--- config.mk ---
export PLATFORM = sky130hd
export DESIGN_NAME = addr_window_decoder
export DESIGN_NICKNAME = d
export VERILOG_FILES = /design/src/rtl/awd_pkg.sv /design/src/rtl/awd_regbank.sv /design/src/rtl/awd_win_match.sv /design/src/rtl/awd_prio.sv /design/src/rtl/awd_size_calc.sv /design/src/rtl/addr_window_decoder.sv
export SDC_FILE = /design/constraint.sdc
export NUM_CORES = 2
export LEC_CHECK = 0
export BUFFER_PORTS_ARGS = -buffer_cell sky130_fd_sc_hd__buf_2
export CELL_PAD_IN_SITES_DETAIL_PLACEMENT = 1
export CELL_PAD_IN_SITES_GLOBAL_PLACEMENT = 2
export CORE_MARGIN = 5
export CORE_UTILIZATION = 35
export DETAILED_ROUTE_END_ITERATION = 6
export GPL_TIMING_DRIVEN = 0
export PLACE_DENSITY = 0.86
export SYNTH_ARGS = -nofsm -noshare
export SYNTH_HDL_FRONTEND = slang
export SYNTH_SLANG_ARGS = --single-unit
--- constraint.sdc ---
create_clock -name clk -period 9.3 [get_ports clk]
set_clock_uncertainty 0.2 [all_clocks]
set_input_delay 0.93 -clock clk [delete_from_list [all_inputs] [get_ports clk]]
set_output_delay 0.93 -clock clk [all_outputs]
set_load 0.1 [all_outputs]
--- src/rtl/awd_pkg.sv ---
// Package: shared widths, word offsets, window indices and the mask-to-size
// rule for the address window decoder. Assumes a 32-bit control word and
// 64-bit addresses built from two words.
package awd_pkg;

    localparam int WORD_W  = 32;
    localparam int ADDR_W  = 2 * WORD_W;
    localparam int NUM_OB  = 3;
    localparam int WIN_N   = NUM_OB + 3;
    localparam int IDX_W   = $clog2(WIN_N);
    localparam int SIZE_W  = WORD_W + 1;

    // word offsets inside the bank (decoded by software, so they are fixed)
    localparam int OFF_CFG_BH   = 0;
    localparam int OFF_CFG_BL   = 1;
    localparam int OFF_CFG_MSK  = 2;
    localparam int OFF_MSG_BH   = 3;
    localparam int OFF_MSG_BL   = 4;
    localparam int OFF_MSG_MSK  = 5;
    localparam int OFF_OB_FIRST = 6;
    localparam int OB_STRIDE    = 4;
    localparam int OFF_RW_BH    = OFF_OB_FIRST + OB_STRIDE * NUM_OB;
    localparam int OFF_RW_BL    = OFF_RW_BH + 1;
    localparam int OFF_RW_MSK   = OFF_RW_BH + 2;
    localparam int OFF_SPARE    = OFF_RW_BH + 3;
    localparam int OFF_CTL      = OFF_RW_BH + 4;
    localparam int REG_N        = OFF_CTL + 1;
    localparam int WIN_REG_N    = OFF_SPARE;
    localparam int SLOT_W       = $clog2(REG_N);

    // window indices, lowest wins
    localparam int WIN_CFG = 0;
    localparam int WIN_MSG = 1;
    localparam int WIN_OB0 = 2;
    localparam int WIN_RW  = WIN_N - 1;

    localparam logic [WORD_W-1:0] RW_FIXED_MASK = 32'h0000_7001;
    localparam logic [SIZE_W-1:0] RW_FIXED_SIZE = SIZE_W'(4096);

    typedef struct packed {
        logic [ADDR_W-1:0] base;
        logic [ADDR_W-1:0] mask;
    } win_t;

    // size = 2^WORD_W minus the mask with its enable bit cleared
    function automatic logic [SIZE_W-1:0] mask_to_size(input logic [WORD_W-1:0] m);
        logic [SIZE_W-1:0] full;
        full = {1'b1, {WORD_W{1'b0}}};
        return full - {1'b0, m[WORD_W-1:1], 1'b0};
    endfunction

endpackage

--- src/rtl/awd_regbank.sv ---
// Module: storage words of the window bank plus the control-bus decode.
// Assumes BUS_AW >= SLOT_W and that BANK_BASE + REG_N fits in BUS_AW bits.
// Reads are registered; writes land at the sampling edge.
module awd_regbank
    import awd_pkg::*;
#(
    parameter int BUS_AW    = 10,
    parameter int BANK_BASE = 256
) (
    input  logic                                 clk,
    input  logic                                 rst_n,
    input  logic                                 bus_sel,
    input  logic                                 bus_wr,
    input  logic [BUS_AW-1:0]                    bus_addr,
    input  logic [WORD_W-1:0]                    bus_wdata,
    output logic [WORD_W-1:0]                    bus_rdata,
    output logic [WIN_REG_N-1:0][WORD_W-1:0]     regs_o
);

    localparam logic [BUS_AW-1:0] BASE_A = BUS_AW'(BANK_BASE);
    localparam logic [BUS_AW-1:0] SPAN_A = BUS_AW'(REG_N);

    logic [BUS_AW-1:0]              rel;
    logic                           in_bank;
    logic [SLOT_W-1:0]              slot;
    logic                           wr_hit;
    logic                           rd_req;
    logic [WORD_W-1:0]              rd_word;
    logic [REG_N-1:0][WORD_W-1:0]   store;

    // address decode: bank membership and word slot
    always_comb begin
        rel     = bus_addr - BASE_A;
        in_bank = (bus_addr >= BASE_A) && (rel < SPAN_A);
        slot    = rel[SLOT_W-1:0];
        wr_hit  = bus_sel && bus_wr && in_bank;
        rd_req  = bus_sel && !bus_wr;
    end

    // storage words: whole-word replace on an in-bank write
    always_ff @(posedge clk) begin
        if (!rst_n) begin
            store <= '0;
        end else if (wr_hit) begin
            store[slot] <= bus_wdata;
        end
    end

    // read mux: addressed word, or zero outside the bank
    always_comb begin
        rd_word = in_bank ? store[slot] : '0;
    end

    // read data register: loads on a read, holds otherwise
    always_ff @(posedge clk) begin
        if (!rst_n) begin
            bus_rdata <= '0;
        end else if (rd_req) begin
            bus_rdata <= rd_word;
        end
    end

    // window words exported to the decoder
    always_comb begin
        regs_o = store[WIN_REG_N-1:0];
    end

    // an in-bank write is visible in the addressed word one edge later
    a_r3_write_lands: assert property (@(posedge clk) disable iff (!rst_n)
        wr_hit |=> (store[$past(slot)] == $past(bus_wdata)));

    // reads outside the bank return zero
    a_r4_outside_zero: assert property (@(posedge clk) disable iff (!rst_n)
        (rd_req && !in_bank) |=> (bus_rdata == '0));

    // accesses outside the bank leave storage untouched
    a_r4_outside_stable: assert property (@(posedge clk) disable iff (!rst_n)
        (bus_sel && !in_bank) |=> $stable(store));

endmodule

--- src/rtl/awd_win_match.sv ---
// Module: compare of one address against one window. Assumes the window's
// mask word carries the enable in bit 0 and that the bit takes no part in
// the compare. The offset is computed for every window; the caller picks one.
module awd_win_match
    import awd_pkg::*;
(
    input  logic [ADDR_W-1:0] look_addr,
    input  win_t              win,
    output logic              hit,
    output logic [ADDR_W-1:0] offset
);

    logic [ADDR_W-1:0] cmp_m;

    // masked compare with the enable bit removed from the mask
    always_comb begin
        cmp_m  = {win.mask[ADDR_W-1:1], 1'b0};
        hit    = win.mask[0] && ((look_addr & cmp_m) == (win.base & cmp_m));
        offset = look_addr - win.base;
    end

endmodule

--- src/rtl/awd_prio.sv ---
// Module: fixed-priority pick among the window hits, lowest index first.
// Produces the index and a one-hot grant used to steer the offset.
module awd_prio
    import awd_pkg::*;
(
    input  logic [WIN_N-1:0] hits,
    output logic             any,
    output logic [IDX_W-1:0] idx,
    output logic [WIN_N-1:0] grant
);

    // scan from the top so that the lowest hitting window is kept last
    always_comb begin
        any   = |hits;
        idx   = '0;
        grant = '0;
        for (int w = WIN_N - 1; w >= 0; w--) begin
            if (hits[w]) begin
                idx      = IDX_W'(w);
                grant    = '0;
                grant[w] = 1'b1;
            end
        end
    end

endmodule

--- src/rtl/awd_size_calc.sv ---
// Module: window size derivation. The configuration size is capped at
// SIZE_CAP; the register window honours one fixed mask code. Assumes
// SIZE_CAP fits in SIZE_W bits. The clock is used by assertions only.
module awd_size_calc
    import awd_pkg::*;
#(
    parameter longint unsigned SIZE_CAP = 64'h1000_0000
) (
    input  logic              clk,
    input  logic              rst_n,
    input  logic [WORD_W-1:0] cfg_mask,
    input  logic [WORD_W-1:0] rw_mask,
    output logic [SIZE_W-1:0] cfg_size,
    output logic [SIZE_W-1:0] rw_size
);

    localparam logic [SIZE_W-1:0] CAP = SIZE_W'(SIZE_CAP);

    logic [SIZE_W-1:0] cfg_raw;

    // configuration size with ceiling; register size with fixed code
    always_comb begin
        cfg_raw  = mask_to_size(cfg_mask);
        cfg_size = (cfg_raw > CAP) ? CAP : cfg_raw;
        rw_size  = (rw_mask == RW_FIXED_MASK) ? RW_FIXED_SIZE : mask_to_size(rw_mask);
    end

    // the reported configuration size never exceeds the ceiling
    a_r9_cap_held: assert property (@(posedge clk) disable iff (!rst_n)
        cfg_size <= CAP);

    // a size derived from a cleared-bit-0 mask is never zero
    a_r9_size_nonzero: assert property (@(posedge clk) disable iff (!rst_n)
        cfg_size != '0);

    // a register window size is always even
    a_r10_size_even: assert property (@(posedge clk) disable iff (!rst_n)
        rw_size[0] == 1'b0);

endmodule

--- src/rtl/addr_window_decoder.sv ---
// Module: top of the address window decoder. Holds the window bank, builds
// the six base/mask pairs, matches the lookup address against each in
// parallel and picks the lowest-indexed hit. Decode is combinational;
// only the bank and the read data are registered.
module addr_window_decoder
    import awd_pkg::*;
#(
    parameter int              BUS_AW    = 10,
    parameter int              BANK_BASE = 256,
    parameter longint unsigned SIZE_CAP  = 64'h1000_0000
) (
    input  logic                 clk,
    input  logic                 rst_n,
    input  logic                 bus_sel,
    input  logic                 bus_wr,
    input  logic [BUS_AW-1:0]    bus_addr,
    input  logic [31:0]          bus_wdata,
    output logic [31:0]          bus_rdata,
    input  logic [63:0]          look_addr,
    output logic [5:0]           hit_vec,
    output logic                 hit_any,
    output logic [2:0]           hit_idx,
    output logic [63:0]          hit_offset,
    output logic                 cfg_en,
    output logic [32:0]          cfg_size,
    output logic [32:0]          rw_size
);

    localparam logic [WORD_W-1:0] ONES = {WORD_W{1'b1}};

    logic [WIN_REG_N-1:0][WORD_W-1:0] regs;
    win_t                             wins [WIN_N];
    logic [ADDR_W-1:0]                offs [WIN_N];
    logic [WIN_N-1:0]                 grant;

    awd_regbank #(
        .BUS_AW    (BUS_AW),
        .BANK_BASE (BANK_BASE)
    ) u_bank (
        .clk       (clk),
        .rst_n     (rst_n),
        .bus_sel   (bus_sel),
        .bus_wr    (bus_wr),
        .bus_addr  (bus_addr),
        .bus_wdata (bus_wdata),
        .bus_rdata (bus_rdata),
        .regs_o    (regs)
    );

    // window assembly: base halves joined, single mask words padded with ones
    always_comb begin
        wins[WIN_CFG] = '{base: {regs[OFF_CFG_BH], regs[OFF_CFG_BL]},
                          mask: {ONES, regs[OFF_CFG_MSK]}};
        wins[WIN_MSG] = '{base: {regs[OFF_MSG_BH], regs[OFF_MSG_BL]},
                          mask: {ONES, regs[OFF_MSG_MSK]}};
        for (int k = 0; k < NUM_OB; k++) begin
            wins[WIN_OB0 + k] = '{
                base: {regs[OFF_OB_FIRST + OB_STRIDE * k],
                       regs[OFF_OB_FIRST + OB_STRIDE * k + 1]},
                mask: {regs[OFF_OB_FIRST + OB_STRIDE * k + 2],
                       regs[OFF_OB_FIRST + OB_STRIDE * k + 3]}};
        end
        wins[WIN_RW]  = '{base: {regs[OFF_RW_BH], regs[OFF_RW_BL]},
                          mask: {ONES, regs[OFF_RW_MSK]}};
    end

    // one compare slice per window
    for (genvar w = 0; w < WIN_N; w++) begin : g_match
        awd_win_match u_match (
            .look_addr (look_addr),
            .win       (wins[w]),
            .hit       (hit_vec[w]),
            .offset    (offs[w])
        );
    end

    awd_prio u_prio (
        .hits  (hit_vec),
        .any   (hit_any),
        .idx   (hit_idx),
        .grant (grant)
    );

    // offset steering by the one-hot grant
    always_comb begin
        hit_offset = '0;
        for (int w = 0; w < WIN_N; w++) begin
            if (grant[w]) begin
                hit_offset = offs[w];
            end
        end
    end

    // configuration enable straight from its mask word
    always_comb begin
        cfg_en = regs[OFF_CFG_MSK][0];
    end

    awd_size_calc #(
        .SIZE_CAP (SIZE_CAP)
    ) u_size (
        .clk      (clk),
        .rst_n    (rst_n),
        .cfg_mask (regs[OFF_CFG_MSK]),
        .rw_mask  (regs[OFF_RW_MSK]),
        .cfg_size (cfg_size),
        .rw_size  (rw_size)
    );

    // the first cycle after reset release shows no hit
    a_r1_reset_quiet: assert property (@(posedge clk) disable iff (!rst_n)
        $rose(rst_n) |-> !hit_any);

    // the reported winner is one of the hitting windows
    a_r7_winner_hits: assert property (@(posedge clk) disable iff (!rst_n)
        hit_any |-> hit_vec[hit_idx]);

    // no lower-indexed window hits than the winner
    a_r7_no_lower_hit: assert property (@(posedge clk) disable iff (!rst_n)
        hit_any |-> ((hit_vec & ((WIN_N'(1) << hit_idx) - WIN_N'(1))) == '0));

    // with no hit, index and offset rest at zero
    a_r8_idle_zero: assert property (@(posedge clk) disable iff (!rst_n)
        !hit_any |-> (hit_idx == '0 && hit_offset == '0));

    // a disabled configuration window never hits
    a_r5_cfg_gate: assert property (@(posedge clk) disable iff (!rst_n)
        !cfg_en |-> !hit_vec[WIN_CFG]);

endmodule

# ---- After elaboration in Yosys (flattened, before gate mapping)
# Index checks and enable logic that the tools add are counted.
dict set report classes {
  n_addsub 9
  mul 0
  n_div 0
  n_lt_le_gt_ge 5
  n_eq_ne 7
  shift 0
  muxes 26
  bitwise_logic 12
  n_reduce_logical 13
}
# operator count
set op_table {}
lappend op_table {{$and 64x64->64} 12}
lappend op_table {{$bwmux 736} 1}
lappend op_table {{$eq 64x64->1} 6}
lappend op_table {{$mux 64} 6}
lappend op_table {{$sub 64x64->64} 6}
lappend op_table {{$bmux 32 s5} 1}
lappend op_table {{$demux 32 s5} 1}
lappend op_table {{$mux 32} 3}
lappend op_table {{$mux 33} 2}
lappend op_table {{$sub 33x32->33 const A} 2}
lappend op_table {{$mux 6} 6}
lappend op_table {{$gt 33x29->1 const B} 1}
lappend op_table {{$eq 32x15->1 const B} 1}
lappend op_table {{$mux 3} 6}
lappend op_table {{$logic_and 1x1->1} 11}
lappend op_table {{$ge 10x9->1 const B} 1}
lappend op_table {{$lt 10x5->1 const B} 1}
lappend op_table {{$sub 10x9->10 const B} 1}
lappend op_table {{$lt 5x6->1 const B} 1}
lappend op_table {{$reduce_or 6->1} 1}
lappend op_table {{$ge 5x1->1 const B} 1}
lappend op_table {{$logic_not 1->1} 1}
dict set report word_totals {
  register_bits 768
  latchBits 0
  ram_bits 0
  romBits 0
  in_bits 110
  out_inout_bits 173
  wordCells 96
  memories 0
}

# ---- Depth between registers and ports, before layout
dict set report depth {
  depth_word 15
  ltp_mapped 16
  depth_no_buf 15
}

# ---- By module
# From an unflattened synthesis, not the netlist that was laid out.
dict set report hier_totals {
  hier_cells 9679
  area_unflattened_um2 74137.4
}
# mod n_inst cells_each area_each_um2 seq_area_each_um2
set modules_own_cells {}
lappend modules_own_cells {awd_regbank 1 4582 39103.8 15374.7}
lappend modules_own_cells {{awd_win_match (g_match[2].u_match ...)} 4 725 4818.4 0.0}
lappend modules_own_cells {{awd_win_match (g_match[0].u_match ...)} 2 745 5233.8 0.0}
lappend modules_own_cells {addr_window_decoder 1 395 3320.7 0.0}
lappend modules_own_cells {awd_size_calc 1 295 1878.1 0.0}
lappend modules_own_cells {awd_prio 1 17 93.8 0.0}

# ---- Worst setup path before layout
# OpenSTA, ideal clock, no wires.
dict set report synth_timing {
  path_kind {input port to output port}
  start {in look_addr[9]}
  end {out hit_offset[49]}
  arrival_time_ps 7394
  required_time_ps 8170
  slack_ps 776
  path_stages 9
  path_buffers 1
  cell_sequence {clkbuf_1 xor2_1 a22o_1 a221oi_1 nand4_1 or4_1 a211oi_1 nor3_1 a211oi_1}
}
dict set report synth_between {
  elab_chain_len 14
  elab_cells_between_ends 36
  cone_classes {add/sub: 6; eq/ne: 6; mux: 12; bitwise: 6; reduce/logical: 6}
}
# item line
set synth_lines {}
lappend synth_lines {{from (decl)} addr_window_decoder.sv:19} ;# input logic [63:0] look_addr,
lappend synth_lines {{$and 64x64->64} awd_win_match.sv:18} ;# hit = win.mask[0] && ((look_addr & cmp_m) == (win.base & cmp_m));
lappend synth_lines {{$eq 64x64->1} awd_win_match.sv:18}
lappend synth_lines {{$logic_and 1x1->1} awd_win_match.sv:18}
lappend synth_lines {{$mux 6 (5 in series)} awd_prio.sv:18} ;# if (hits[w]) begin
lappend synth_lines {{$mux 64 (5 in series)} addr_window_decoder.sv:88} ;# if (grant[w]) begin
lappend synth_lines {{$mux 64 *} addr_window_decoder.sv:88}
lappend synth_lines {{to (decl)} addr_window_decoder.sv:23} ;# output logic [63:0] hit_offset,
# Every way passes the cells marked *; elsewhere a longest branch is shown, timed or not.

# ---- Worst setup path after layout
dict set report layout_timing {
  start {in look_addr[10]}
  end {out hit_offset[14]}
}
# The elaborated chain is that of the path after synthesis.

==> key figures <==
Clocking
  • Clock transition at the registers of the reported paths: roughly 0.060 ns
  • Clock Tree Buf Depth: 3
  • CTS sink count: roughly 770
  • CTS tree: yes
  • Num CTS Buffers: 81
  • H-tree levels: 3
  • CTS Root Cell: clkbuf_16
  • Skew-Pair Late Insertion Delay: roughly 0.73 ns

STA
  • Slew @ Worst Pin: 1.73 ns
  • Fmax achieved: 103 MHz
  • Fin. Hold Viols: 0
  • Min Tclk post-route: between 9 and 10 ns
  • Final Cycle Share: 1.05
  • Setup ws final: -0.445 ns
  • Relative slew slack: -0.153
  • Pins Over Slew Limit: 140
  • Final setup fails: 23

Global route
  • Largest net degree at the start of global routing: 16
  • Vias in the first global route: between 70000 and 80000
  • Global route overflow: 0
  • First-pass GRT wire length: between 600 and 700 mm
  • Initial antenna violation count: 99
  • Total GRT Usage: 0.460

Worst setup path
  • Most frequent CP cell: buf_2
  • Worst setup EP type: primary output
  • Critical path cell sequence: buf_2 > clkbuf_1 > xor2_1 > a22oi_1 > nand2_1 > a2111oi_1 > nand4_1 > nand4_2 > or2_2 > buf_2 > clkbuf_1 > nor2_1 > a21oi_1 > buf_2
  • Crit path largest cell delay: around 1.3 ns
  • Worst setup path start: look_addr[10]
  • Worst path arrival time: 8.61 ns
  • CP Max Fanout: 10
  • Required @ worst endpoint: 8.17 ns
  • Launch point of the worst reg-to-reg path: u_bank.regs_o[33]
  • Worst path slowest cell: clkbuf_1
  • Setup CP Type: in -> out
  • Worst setup SP type: primary input

Final layout
  • # nets final: about 9600
  • Post-layout util: 0.393
  • Commonest non-fill, non-tap cell in the layout: nand2_1
  • P&R area growth vs syn: 11.5%
  • Proportion of layout cells with a drive suffix above 1: 0.0795
  • Finished Layout Cells: between 10000 and 15000
  • Most frequent cells in the layout: nand2_1, dfxtp_1, a21boi_0, a21oi_1, clkbuf_1

Placed design
  • Dpl ws: -0.296 ns
  • Placed cells: between 10000 and 15000
  • DP HPWL: between 300 and 400 mm
  • Number of port buffers: 270
  • Routability cong.: ~1.1

Power and ir drop
  • Worst VDD drop: about 0.00012 V
  • Sw frac: 0.331
  • P_leak: ~0.026 uW
  • Power share of the sequential group: 0.375
  • Internal power: between 5000 and 6000 uW
  • Logic pwr share: 0.213
  • Net Sw Power: approximately 2900 uW
  • Total power: a little under 9000 uW
  • Clock share of power: 0.412
  • Power Dens Cells: about 120 mW/mm2

Synth
  • Mapped Cells: roughly 8700
  • Seq/Total Area, Yosys: 0.235
  • Async set-reset flop share out of synthesis: 0
  • Top cell type's share of synthesized area: 0.235
  • Seq cells post-synth: 768
  • Yosys top cell by area: dfxtp_1
  • Post-synth EDFFs: 0
  • Synth Cell Area: around 0.066 mm2
  • Yosys Warn Count: 0
  • Top cells by area, synth: dfxtp_1, nand2_1, a21boi_0
  • Post-synth cell types: between 100 and 150
  • Synthesized area per cell: 7.54 um2
  • Post-synth top flop: dfxtp_1

Outcome
  • Failing checks: max-capacitance violations, max-slew violations, negative setup slack
  • Run status: finished, violations left

Die
  • Initial Util: 0.353
  • Row Count: 158
  • Overall die height: ~440 um
  • Die width: between 400 and 500 um
  • Die area: 0.196 mm2
  • I/O pins: between 200 and 300
  • Total core area: between 0.15 and 0.2 mm2

Run
  • Max Cap Viol: 18

Route
  • Residual DRC: 0
  • Antenna Nets Post-Route: 0
  • Initial DRC count: around 11000
  • WL/cell: approximately 41 um
  • Vias/cell: about 6.6
  • TritonRoute pass-1 iters: 6
  • Vias: 76775
  • Routed wire length: ~480 mm

Min path
  • Hold crit path type: reg -> reg
  • Hold Crit Start: u_bank.regs_o[1]
-- what timing repair did --
item | CTS | global route
hold buffers | 0 | 0
resized for setup | 3 | 0
pin swaps | 1 | 2
setup buffers | 0 | 2
setup endpoints to repair | 8 | 9
-- sequential cells by signal (all words and copies together), names as in the netlist --
signal	flops
u_bank.bus_rdata	32
u_bank.regs_o	672
u_bank.store	64
-- layer usage --
| layer | routed length [um] | vias up | track usage |
|---|---|---|---|
| met2 | 184000 | 5704 | 0.630 |
| met4 | 46600 | 44 | 0.355 |
| met1 | 180000 | 38026 | 0.563 |
| met5 | 649 | - | 0.0120 |
| li1 | - | 31324 | - |
| met3 | 65800 | 1677 | 0.195 |
-- critical path, delay by kind of cell --
kind / cells / cell delay [ns]
AND/OR/NAND/NOR: 5 / 1.87
buffers and inverters: 5 / 3.60
AO/OA/AOI/OAI: 3 / 1.98
XOR/XNOR: 1 / 0.14
-- cell type report --
| cell class | count | area, um2 |
|---|---|---|
| fill | 23093 | 113000 |
| multi-input combinational | 6823 | 45900 |
| sequential | 768 | 15400 |
| tap | 2480 | 3100 |
| buffer | 618 | 2460 |
| clock buffer | 117 | 2420 |
| inverter | 489 | 1840 |
| timing repair buffer | 277 | 1430 |
| clock inverter | 27 | 385 |
| antenna | 50 | 125 |
-- per-stage QoR --
stage                     cell area, um2  hold slack, ns  TNS [ns]
after floorplan                    65500           0.243         0
after global placement             70000           0.252    -50.10
after detailed placement           70100           0.259     -1.15
after CTS                          72900           0.268         0
after global routing               72900           0.293  -0.00116
final                              73000           0.266     -4.16
-- kinds of logic (layout without fill, tap and decap cells) --
| logic type | Yosys count | after routing | share of synthesized area |
|---|---|---|---|
| AOI/OAI and AO/OA | 2561 | 2561 | 0.263 |
| xor gates and xnor gates | 602 | 602 | 0.0805 |
| adders and majority gates | 387 | 387 | 0.0746 |
| buffers and inverters | 1107 | 1528 | 0.0654 |
| DFF | 768 | 768 | 0.235 |
| muxes | 363 | 363 | 0.0863 |
| other | 1 | 56 | 0.0000572 |
| and+or+nand+nor | 2904 | 2904 | 0.196 |
-- cell usage after synthesis, drive strengths merged (16+ instances only) --
| master | number |
|---|---|
| nand2 | 1766 |
| dfxtp | 768 |
| a21boi | 689 |
| a21oi | 578 |
| clkbuf | 536 |
| inv | 488 |
| xor2 | 415 |
| o21ai | 404 |
| ha | 381 |
| nor2 | 365 |
| mux2i | 187 |
| xnor2 | 187 |
| a21o | 170 |
| mux4 | 160 |
| nand4 | 137 |
| nor2b | 137 |
| nor3 | 110 |
| nand3 | 95 |
| a221oi | 92 |
| o21bai | 83 |
| buf | 82 |
| o21a | 55 |
| o211ai | 53 |
| a22o | 52 |
| nand2b | 52 |
| a22oi | 47 |
| a31oi | 47 |
| a211oi | 44 |
| nor4 | 43 |
| or2 | 34 |
| and3 | 32 |
| o31ai | 30 |
| or3 | 28 |
| o22ai | 27 |
| and2 | 22 |
| o221ai | 20 |
| and4 | 16 |
| mux2 | 16 |
| or4 | 16 |
-- path summary, 6_finish.rpt --
kind	to	slack (ns)	depth (start not counted)
hold / removal	u_bank.regs_o[1]	0.27	2
setup reg to reg	u_bank.bus_rdata[1]	6.42	6
hold reg to reg	u_bank.regs_o[1]	0.27	2
setup / recovery	hit_offset[14]	-0.44	14
-- power by group through the flow --
| stage | logic [uW] | clock network, uW | registers [uW] |
|---|---|---|---|
| detailed placement | 1770 | 0 | 3360 |
| global route | 1900 | 3700 | 3290 |
| CTS | 1780 | 3580 | 3290 |
| floorplan | 1010 | 0 | 3360 |
| finish | 1870 | 3620 | 3290 |
| global placement | 1750 | 0 | 3360 |
(Power assumes the default switching activity.)
